**config.mk**
```make
export PLATFORM = sky130hd
export DESIGN_NAME = tach_meas_unit
export DESIGN_NICKNAME = d
export VERILOG_FILES = /design/src/rtl/tach_meas_pkg.sv /design/src/rtl/tach_meas_ctrl.sv /design/src/rtl/tach_meas_dp.sv /design/src/rtl/tach_meas_unit.sv
export SDC_FILE = /design/constraint.sdc
export NUM_CORES = 1
export LEC_CHECK = 0
export CORE_ASPECT_RATIO = 0.75
export CORE_MARGIN = 8
export CORE_UTILIZATION = 55
export CTS_BUF_LIST = sky130_fd_sc_hd__clkbuf_16
export DETAILED_ROUTE_END_ITERATION = 7
export GPL_TIMING_DRIVEN = 0
export PLACE_DENSITY = 0.81
export REMOVE_ABC_BUFFERS = 1
export SYNTH_ARGS = -nofsm -noshare
export SYNTH_HDL_FRONTEND = slang
export SYNTH_SLANG_ARGS = --single-unit
```
**constraint.sdc**
```tcl
create_clock -name clk -period 4.3 [get_ports clk]
set_input_delay 0.86 -clock clk [delete_from_list [all_inputs] [get_ports clk]]
set_output_delay 0.86 -clock clk [all_outputs]
set_load 0.02 [all_outputs]
```
**src/rtl/tach_meas_pkg.sv**
```systemverilog
package tach_meas_pkg;

  typedef enum logic [1:0] {
    ST_IDLE  = 2'd0,
    ST_ARM   = 2'd1,
    ST_COUNT = 2'd2
  } tachState_e;

  typedef enum logic [1:0] {
    EDGE_FALL = 2'b00,
    EDGE_RISE = 2'b01,
    EDGE_BOTH = 2'b10,
    EDGE_RSVD = 2'b11
  } edgeMode_e;

  // strobes from control to datapath
  typedef struct packed {
    logic run;       // a measurement is in progress
    logic start;     // latch channel, clear counters
    logic clearRes;  // clear published result
    logic armTicks;  // first edge seen: restart phase and tick count
    logic incTicks;  // add one tick to the count
    logic pubCount;  // publish the tick count
    logic pubZero;   // publish a zero count (window expired)
  } tachStrobe_t;

endpackage

```
**src/rtl/tach_meas_ctrl.sv**
```systemverilog
module tach_meas_ctrl
  import tach_meas_pkg::*;
(
  input  logic        clk,
  input  logic        rstN,
  input  logic        trigWrite,
  input  logic        trigValid,
  input  logic        qualEdge,
  input  logic        tick,
  input  logic        winExpire,
  output tachStrobe_t strobe,
  output logic        busy
);

  tachState_e state, stNext;

  always_ff @(posedge clk or negedge rstN) begin
    if (!rstN) state <= ST_IDLE;
    else       state <= stNext;
  end

  always_comb begin
    stNext     = state;
    strobe     = '0;
    strobe.run = (state != ST_IDLE);
    if (trigWrite) begin
      strobe.clearRes = 1'b1;
      if (trigValid) begin
        strobe.start = 1'b1;
        stNext       = ST_ARM;
      end else begin
        stNext = ST_IDLE;
      end
    end else begin
      case (state)
        ST_ARM: begin
          // expiry beats a coincident arming edge
          if (winExpire) begin
            strobe.pubZero = 1'b1;
            stNext         = ST_IDLE;
          end else if (qualEdge) begin
            strobe.armTicks = 1'b1;
            stNext          = ST_COUNT;
          end
        end
        ST_COUNT: begin
          // closing edge beats a coincident expiry
          if (qualEdge) begin
            strobe.pubCount = 1'b1;
            stNext          = ST_IDLE;
          end else if (winExpire) begin
            strobe.pubZero = 1'b1;
            stNext         = ST_IDLE;
          end else if (tick) begin
            strobe.incTicks = 1'b1;
          end
        end
        default: stNext = ST_IDLE;
      endcase
    end
  end

  assign busy = strobe.run;

endmodule

```
**src/rtl/tach_meas_dp.sv**
```systemverilog
module tach_meas_dp
  import tach_meas_pkg::*;
#(
  parameter int NUM_CH  = 16,
  parameter int COUNT_W = 20,
  parameter int UNIT_W  = 16,
  parameter int DIV_W   = 2
) (
  input  logic               clk,
  input  logic               rstN,
  input  logic [NUM_CH-1:0]  tachIn,
  input  logic [NUM_CH-1:0]  chanEnable,
  input  logic [NUM_CH-1:0]  trigData,
  input  logic [1:0]         edgeMode,
  input  logic [DIV_W-1:0]   clkDiv,
  input  logic [UNIT_W-1:0]  measUnit,
  input  tachStrobe_t        strobe,
  output logic               trigValid,
  output logic               qualEdge,
  output logic               tick,
  output logic               winExpire,
  output logic [COUNT_W-1:0] resultCount,
  output logic               resultDone
);

  localparam int SEL_W = (NUM_CH > 1) ? $clog2(NUM_CH) : 1;
  localparam int PRE_W = 2 + 2 * ((1 << DIV_W) - 1);
  localparam logic [PRE_W:0]    PRE_ONE = (PRE_W+1)'(1);
  localparam logic [PRE_W:0]    PRE_BASE = (PRE_W+1)'(4);
  localparam logic [UNIT_W:0]   WIN_ONE = (UNIT_W+1)'(1);
  localparam logic [COUNT_W-1:0] CNT_ONE = COUNT_W'(1);

  // per-channel synchroniser and previous-value history
  logic [NUM_CH-1:0] syncB, prevB;

  for (genvar g = 0; g < NUM_CH; g++) begin : g_sync
    logic stA, stB, stP;
    always_ff @(posedge clk or negedge rstN) begin
      if (!rstN) begin
        stA <= 1'b0;
        stB <= 1'b0;
        stP <= 1'b0;
      end else begin
        stA <= tachIn[g];
        stB <= stA;
        stP <= stB;
      end
    end
    assign syncB[g] = stB;
    assign prevB[g] = stP;
  end

  // trigger decode
  logic [SEL_W-1:0] trigIdx, selCh;

  always_comb begin
    trigIdx = '0;
    for (int i = 0; i < NUM_CH; i++)
      if (trigData[i]) trigIdx = SEL_W'(i);
  end

  assign trigValid = $onehot(trigData) && (|(trigData & chanEnable));

  always_ff @(posedge clk or negedge rstN) begin
    if (!rstN)             selCh <= '0;
    else if (strobe.start) selCh <= trigIdx;
  end

  // edge qualification on the selected channel
  logic curLvl, prvLvl;
  assign curLvl = syncB[selCh];
  assign prvLvl = prevB[selCh];

  always_comb begin
    case (edgeMode_e'(edgeMode))
      EDGE_FALL: qualEdge = prvLvl & ~curLvl;
      EDGE_RISE: qualEdge = curLvl & ~prvLvl;
      EDGE_BOTH: qualEdge = curLvl ^ prvLvl;
      default:   qualEdge = 1'b0;
    endcase
  end

  // prescaler: one tick every 4 << (2*clkDiv) cycles
  logic [PRE_W-1:0] preCnt;
  logic [PRE_W:0]   preDiv;

  assign preDiv = PRE_BASE << {clkDiv, 1'b0};
  assign tick   = strobe.run && ({1'b0, preCnt} == (preDiv - PRE_ONE));

  always_ff @(posedge clk or negedge rstN) begin
    if (!rstN)                               preCnt <= '0;
    else if (strobe.start || strobe.armTicks) preCnt <= '0;
    else if (strobe.run)                      preCnt <= tick ? '0 : preCnt + PRE_ONE[PRE_W-1:0];
  end

  // measurement window in ticks
  logic [UNIT_W:0] winCnt, winLimit;

  assign winLimit  = (measUnit == '0) ? WIN_ONE : {1'b0, measUnit};
  assign winExpire = tick && ((winCnt + WIN_ONE) >= winLimit);

  always_ff @(posedge clk or negedge rstN) begin
    if (!rstN)             winCnt <= '0;
    else if (strobe.start) winCnt <= '0;
    else if (tick)         winCnt <= winCnt + WIN_ONE;
  end

  // tick counter between the two qualifying edges
  logic [COUNT_W-1:0] tickCnt;

  always_ff @(posedge clk or negedge rstN) begin
    if (!rstN)                                tickCnt <= '0;
    else if (strobe.start || strobe.armTicks) tickCnt <= '0;
    else if (strobe.incTicks)                 tickCnt <= tickCnt + CNT_ONE;
  end

  // published result
  always_ff @(posedge clk or negedge rstN) begin
    if (!rstN) begin
      resultCount <= '0;
      resultDone  <= 1'b0;
    end else if (strobe.clearRes) begin
      resultCount <= '0;
      resultDone  <= 1'b0;
    end else if (strobe.pubCount) begin
      resultCount <= tickCnt;
      resultDone  <= 1'b1;
    end else if (strobe.pubZero) begin
      resultCount <= '0;
      resultDone  <= 1'b1;
    end
  end

endmodule

```
**src/rtl/tach_meas_unit.sv**
```systemverilog
module tach_meas_unit
  import tach_meas_pkg::*;
#(
  parameter int NUM_CH  = 16,
  parameter int COUNT_W = 20,
  parameter int UNIT_W  = 16,
  parameter int DIV_W   = 2
) (
  input  logic               clk,
  input  logic               rstN,
  input  logic [NUM_CH-1:0]  tachIn,
  input  logic [NUM_CH-1:0]  chanEnable,
  input  logic               trigWrite,
  input  logic [NUM_CH-1:0]  trigData,
  input  logic [1:0]         edgeMode,
  input  logic [DIV_W-1:0]   clkDiv,
  input  logic [UNIT_W-1:0]  measUnit,
  output logic [COUNT_W-1:0] resultCount,
  output logic               resultDone
);

  tachStrobe_t strobe;
  logic trigValid, qualEdge, tick, winExpire, engineBusy;

  tach_meas_dp #(
    .NUM_CH (NUM_CH),
    .COUNT_W(COUNT_W),
    .UNIT_W (UNIT_W),
    .DIV_W  (DIV_W)
  ) u_dp (
    .clk        (clk),
    .rstN       (rstN),
    .tachIn     (tachIn),
    .chanEnable (chanEnable),
    .trigData   (trigData),
    .edgeMode   (edgeMode),
    .clkDiv     (clkDiv),
    .measUnit   (measUnit),
    .strobe     (strobe),
    .trigValid  (trigValid),
    .qualEdge   (qualEdge),
    .tick       (tick),
    .winExpire  (winExpire),
    .resultCount(resultCount),
    .resultDone (resultDone)
  );

  tach_meas_ctrl u_ctrl (
    .clk      (clk),
    .rstN     (rstN),
    .trigWrite(trigWrite),
    .trigValid(trigValid),
    .qualEdge (qualEdge),
    .tick     (tick),
    .winExpire(winExpire),
    .strobe   (strobe),
    .busy     (engineBusy)
  );

endmodule

```
==> results.yml <==
outcome:
  status: "complete, but fails checks"
  violations: "negative setup slack"
sta:
  fin_worst_skew_ns: 0.00848
  slew_violations: 0
  fmax_mhz: 220
  slew_headroom_pct: 39.0
  setup_violations: 50
  hold_viol: 0
  rsz0062_at_grt: "true"
  worst_slew_pin_slew_ns: 0.915
  final.period_utilization_pct: 106
  layout_min_cycle_time_ns: 4.55
  setup_ws_ns: -0.249
synthesis:
  synth.yosys.warnings: 0
  synth_edf_count: 0
  yosys.area.top_type_share_pct: 47.0
  synth_cell_type_count: 57
  yosysTopAreaCell: "dfrtp_1"
  synth_area_um2: 6390
  async_flop_share_pct: 100
  ys_seq_area_share_pct: 47.0
  synth.area.top_cells: "dfrtp_1 47%, ha_1 7.8%, inv_1 3.7%"
  synth_area_per_cell_um2: 10.7
  ys_ff_latch: 120
  synth.most_common_cell: "dfrtp_1"
  synth_common_cells: "120 x dfrtp_1, 63 x inv_1, 55 x nor2_1"
  synth-main-ff-cell: "dfrtp_1"
  syn_inst: 595
clock_tree:
  htree_levels: 4
  insertion_delay_ns: 0.41
  cts_max_path_buffers: 2
  cts_made_buffers: 17
  clk_pin_slew_ns: 0.06
  cts_root_buf: "clkbuf_16"
  cts_tree: "yes"
  clkSinkCount: 120
setup_path:
  crit_chain: "buf_12 -> ha_4 -> fa_1 -> inv_2 -> fa_1 -> fa_1 -> inv_2 -> fa_1 -> ha_2 -> fa_1 -> nor4_4 -> o211a_4 -> o21bai_4 -> buf_4 -> a21oi_2"
  slowest_delay_ns: 0.55
  cp_data_required_time_ns: 4.60
  worstSetupPathType: "in2reg"
  worstSetupStartpointType: "primary input"
  cpMostUsedCell: "fa_1"
  crit_arrival_ns: 4.85
  path_max_fanout: 6
  crit_buf_inv: 4
  crit_slowest_cell: "fa_1"
  endpoint_kind: "flip-flop"
  crit_family: "adder cells"
grt:
  grt_pass1_wl_um: 27100
  grt_pass1_vias: 5445
  overflow: 0
  antenna_found_initial: 0
  grt_max_degree: 75
  grt_use_total_pct: 22.3
drt:
  wirelength_um: 16700
  vias: 5147
  drtIter0Drc: 366
  ant_nets: 0
  first_pass_iters: 5
  post-route-drc-count: 0
  vias_per_cell: 5.92
  wl_per_cell_um: 19.2
pwr:
  p_leak_uw: 0.00380
  p_total_uw: 3890
  p_per_area_nw_per_um2: 463
  ir_drop_uv: 285
floorplan:
  num_io_pins: 92
  dieArea_um2: 15400
  rows: 34
  die_x_um: 140
  core-area_um2: 11400
  die_h_um: 109
  initial_utilization_pct: 55.8
finish:
  finalNetCount: 834
  layout.cells.non_filler: 869
  insertedDiodeCount: 0
  post-route-util_pct: 73.4
  syn_to_final_growth_pct: 31.6
  drive_gt1_share_pct: 17.8
hold_path:
  hp-class: "reg2reg"
placed_design:
  gp_congestion: 0.846
  io_buffers: 91
  placed_cells: 813
  hpwl_um: 10700
job:
  max-cap-violations: 0
## per-layer routing
metal	wire, µm	up-vias	track usage [%]
li1	-	2340	-
met5	0	-	0
met1	6880	2572	26.9
met4	454	0	10.1
met3	1020	39	5.73
met2	8290	196	37.5
## cells in the final DEF, fill, tap and decap left out, drive strengths merged, types with 3 or more instances in the layout
master and n:
fa 11, nand4 21, ha 40, o211ai 3
clkinv 6, o21ai 9, a22oi 6, a31o 4
xor2 23, nor4 11, nand2b 3, nand2 28
a22o 21, inv 70, a21oi 35, o31ai 3
clkbuf 17, dfrtp 120, and2 7, nor3 8
nand3b 3, nor2 55, and3 14, o21bai 5
nand3 23, mux4 10, xnor2 16, nor2b 3
buf 34, clkdlybuf4s50 78, a21o 10
## stage by stage
step	area, µm²	setup WS, ns	hold slack, ns	setup TNS (ns)
finish	8400	-0.249	0.346	-7.55
global route	8400	-0.362	0.350	-13.20
global placement	7370	-2.32	0.334	-330.78
detailed placement	7410	-2.42	0.335	-109.40
CTS	8240	-0.194	0.348	-6.27
floorplan	6280	-1.18	0.331	-40.16
## flip-flops by register name, summed over array words and instances (netlist names)
register and count:
u_dp.winCnt 17, u_dp.tickCnt 20, u_dp.g_sync.stA 16, u_dp.preCnt 8, u_dp.resultDone 1, u_dp.resultCount 20
u_dp.g_sync.stB 16, u_dp.selCh 4, u_dp.g_sync.stP 16, u_ctrl.state 2
## power by group
group          switching (µW)  total, µW  internal, µW
clock network             547       1290           746
logic                     598       1180           584
registers                 161       1420          1260
## worst reg2reg max path, cell delays in order, from the launching register on
cell       delay [ns]
dfrtp_1          0.68
mux4_2           0.58
mux4_2           0.51
ha_1             0.30
mux2i_1          0.09
a2111oi_0        0.78
nand3_2          0.33
nor4_4           0.38
buf_12           0.19
nand4_1          0.16
a21oi_2          0.17
## what timing repair did
item	CTS	global route
pin swaps	19	10
hold endpoints to repair	0	0
hold buffers	0	0
setup buffers	10	9
endpoints found under the setup margin	70	71
cloned	4	1
gates resized for setup	95	21
## cell families (layout without fill, tap and decap cells)
| family | Yosys count | after routing | share of synthesized area (%) |
|---|---|---|---|
| compound gates | 107 | 112 | 11.9 |
| xor+xnor | 39 | 39 | 5.35 |
| fa+ha+maj | 52 | 52 | 11.5 |
| buf+inv | 82 | 207 | 5.37 |
| flops | 120 | 120 | 47.0 |
| mux | 12 | 12 | 3.84 |
| simple gates | 183 | 183 | 15.1 |
## path summary, 6_finish.rpt
path / from / end / slack (ns) / cells past startpoint
max: trigData[10] / u_dp.tickCnt[19] / -0.25 / 15
min: u_dp.g_sync[2].stA / u_dp.g_sync[2].stB / 0.35 / 0
max reg2reg: u_dp.selCh[0] / u_dp.tickCnt[5] / 0.05 / 10
min reg2reg: u_dp.g_sync[2].stA / u_dp.g_sync[2].stB / 0.35 / 0
max in group asynchronous: rstN / u_dp.winCnt[7] / 2.96 / 2
min in group asynchronous: rstN / u_dp.tickCnt[14] / 0.59 / 1
## layout make-up
type,instances,area [µm²]
fillers,741,3040
inverters,63,236
clock inverters,15,119
flip-flops and latches,120,3000
well taps,144,180
repair buffers,112,1130
multi-input cells,398,3310
clock buffers,17,425
No activity file was read; power rests on OpenSTA's default activity.
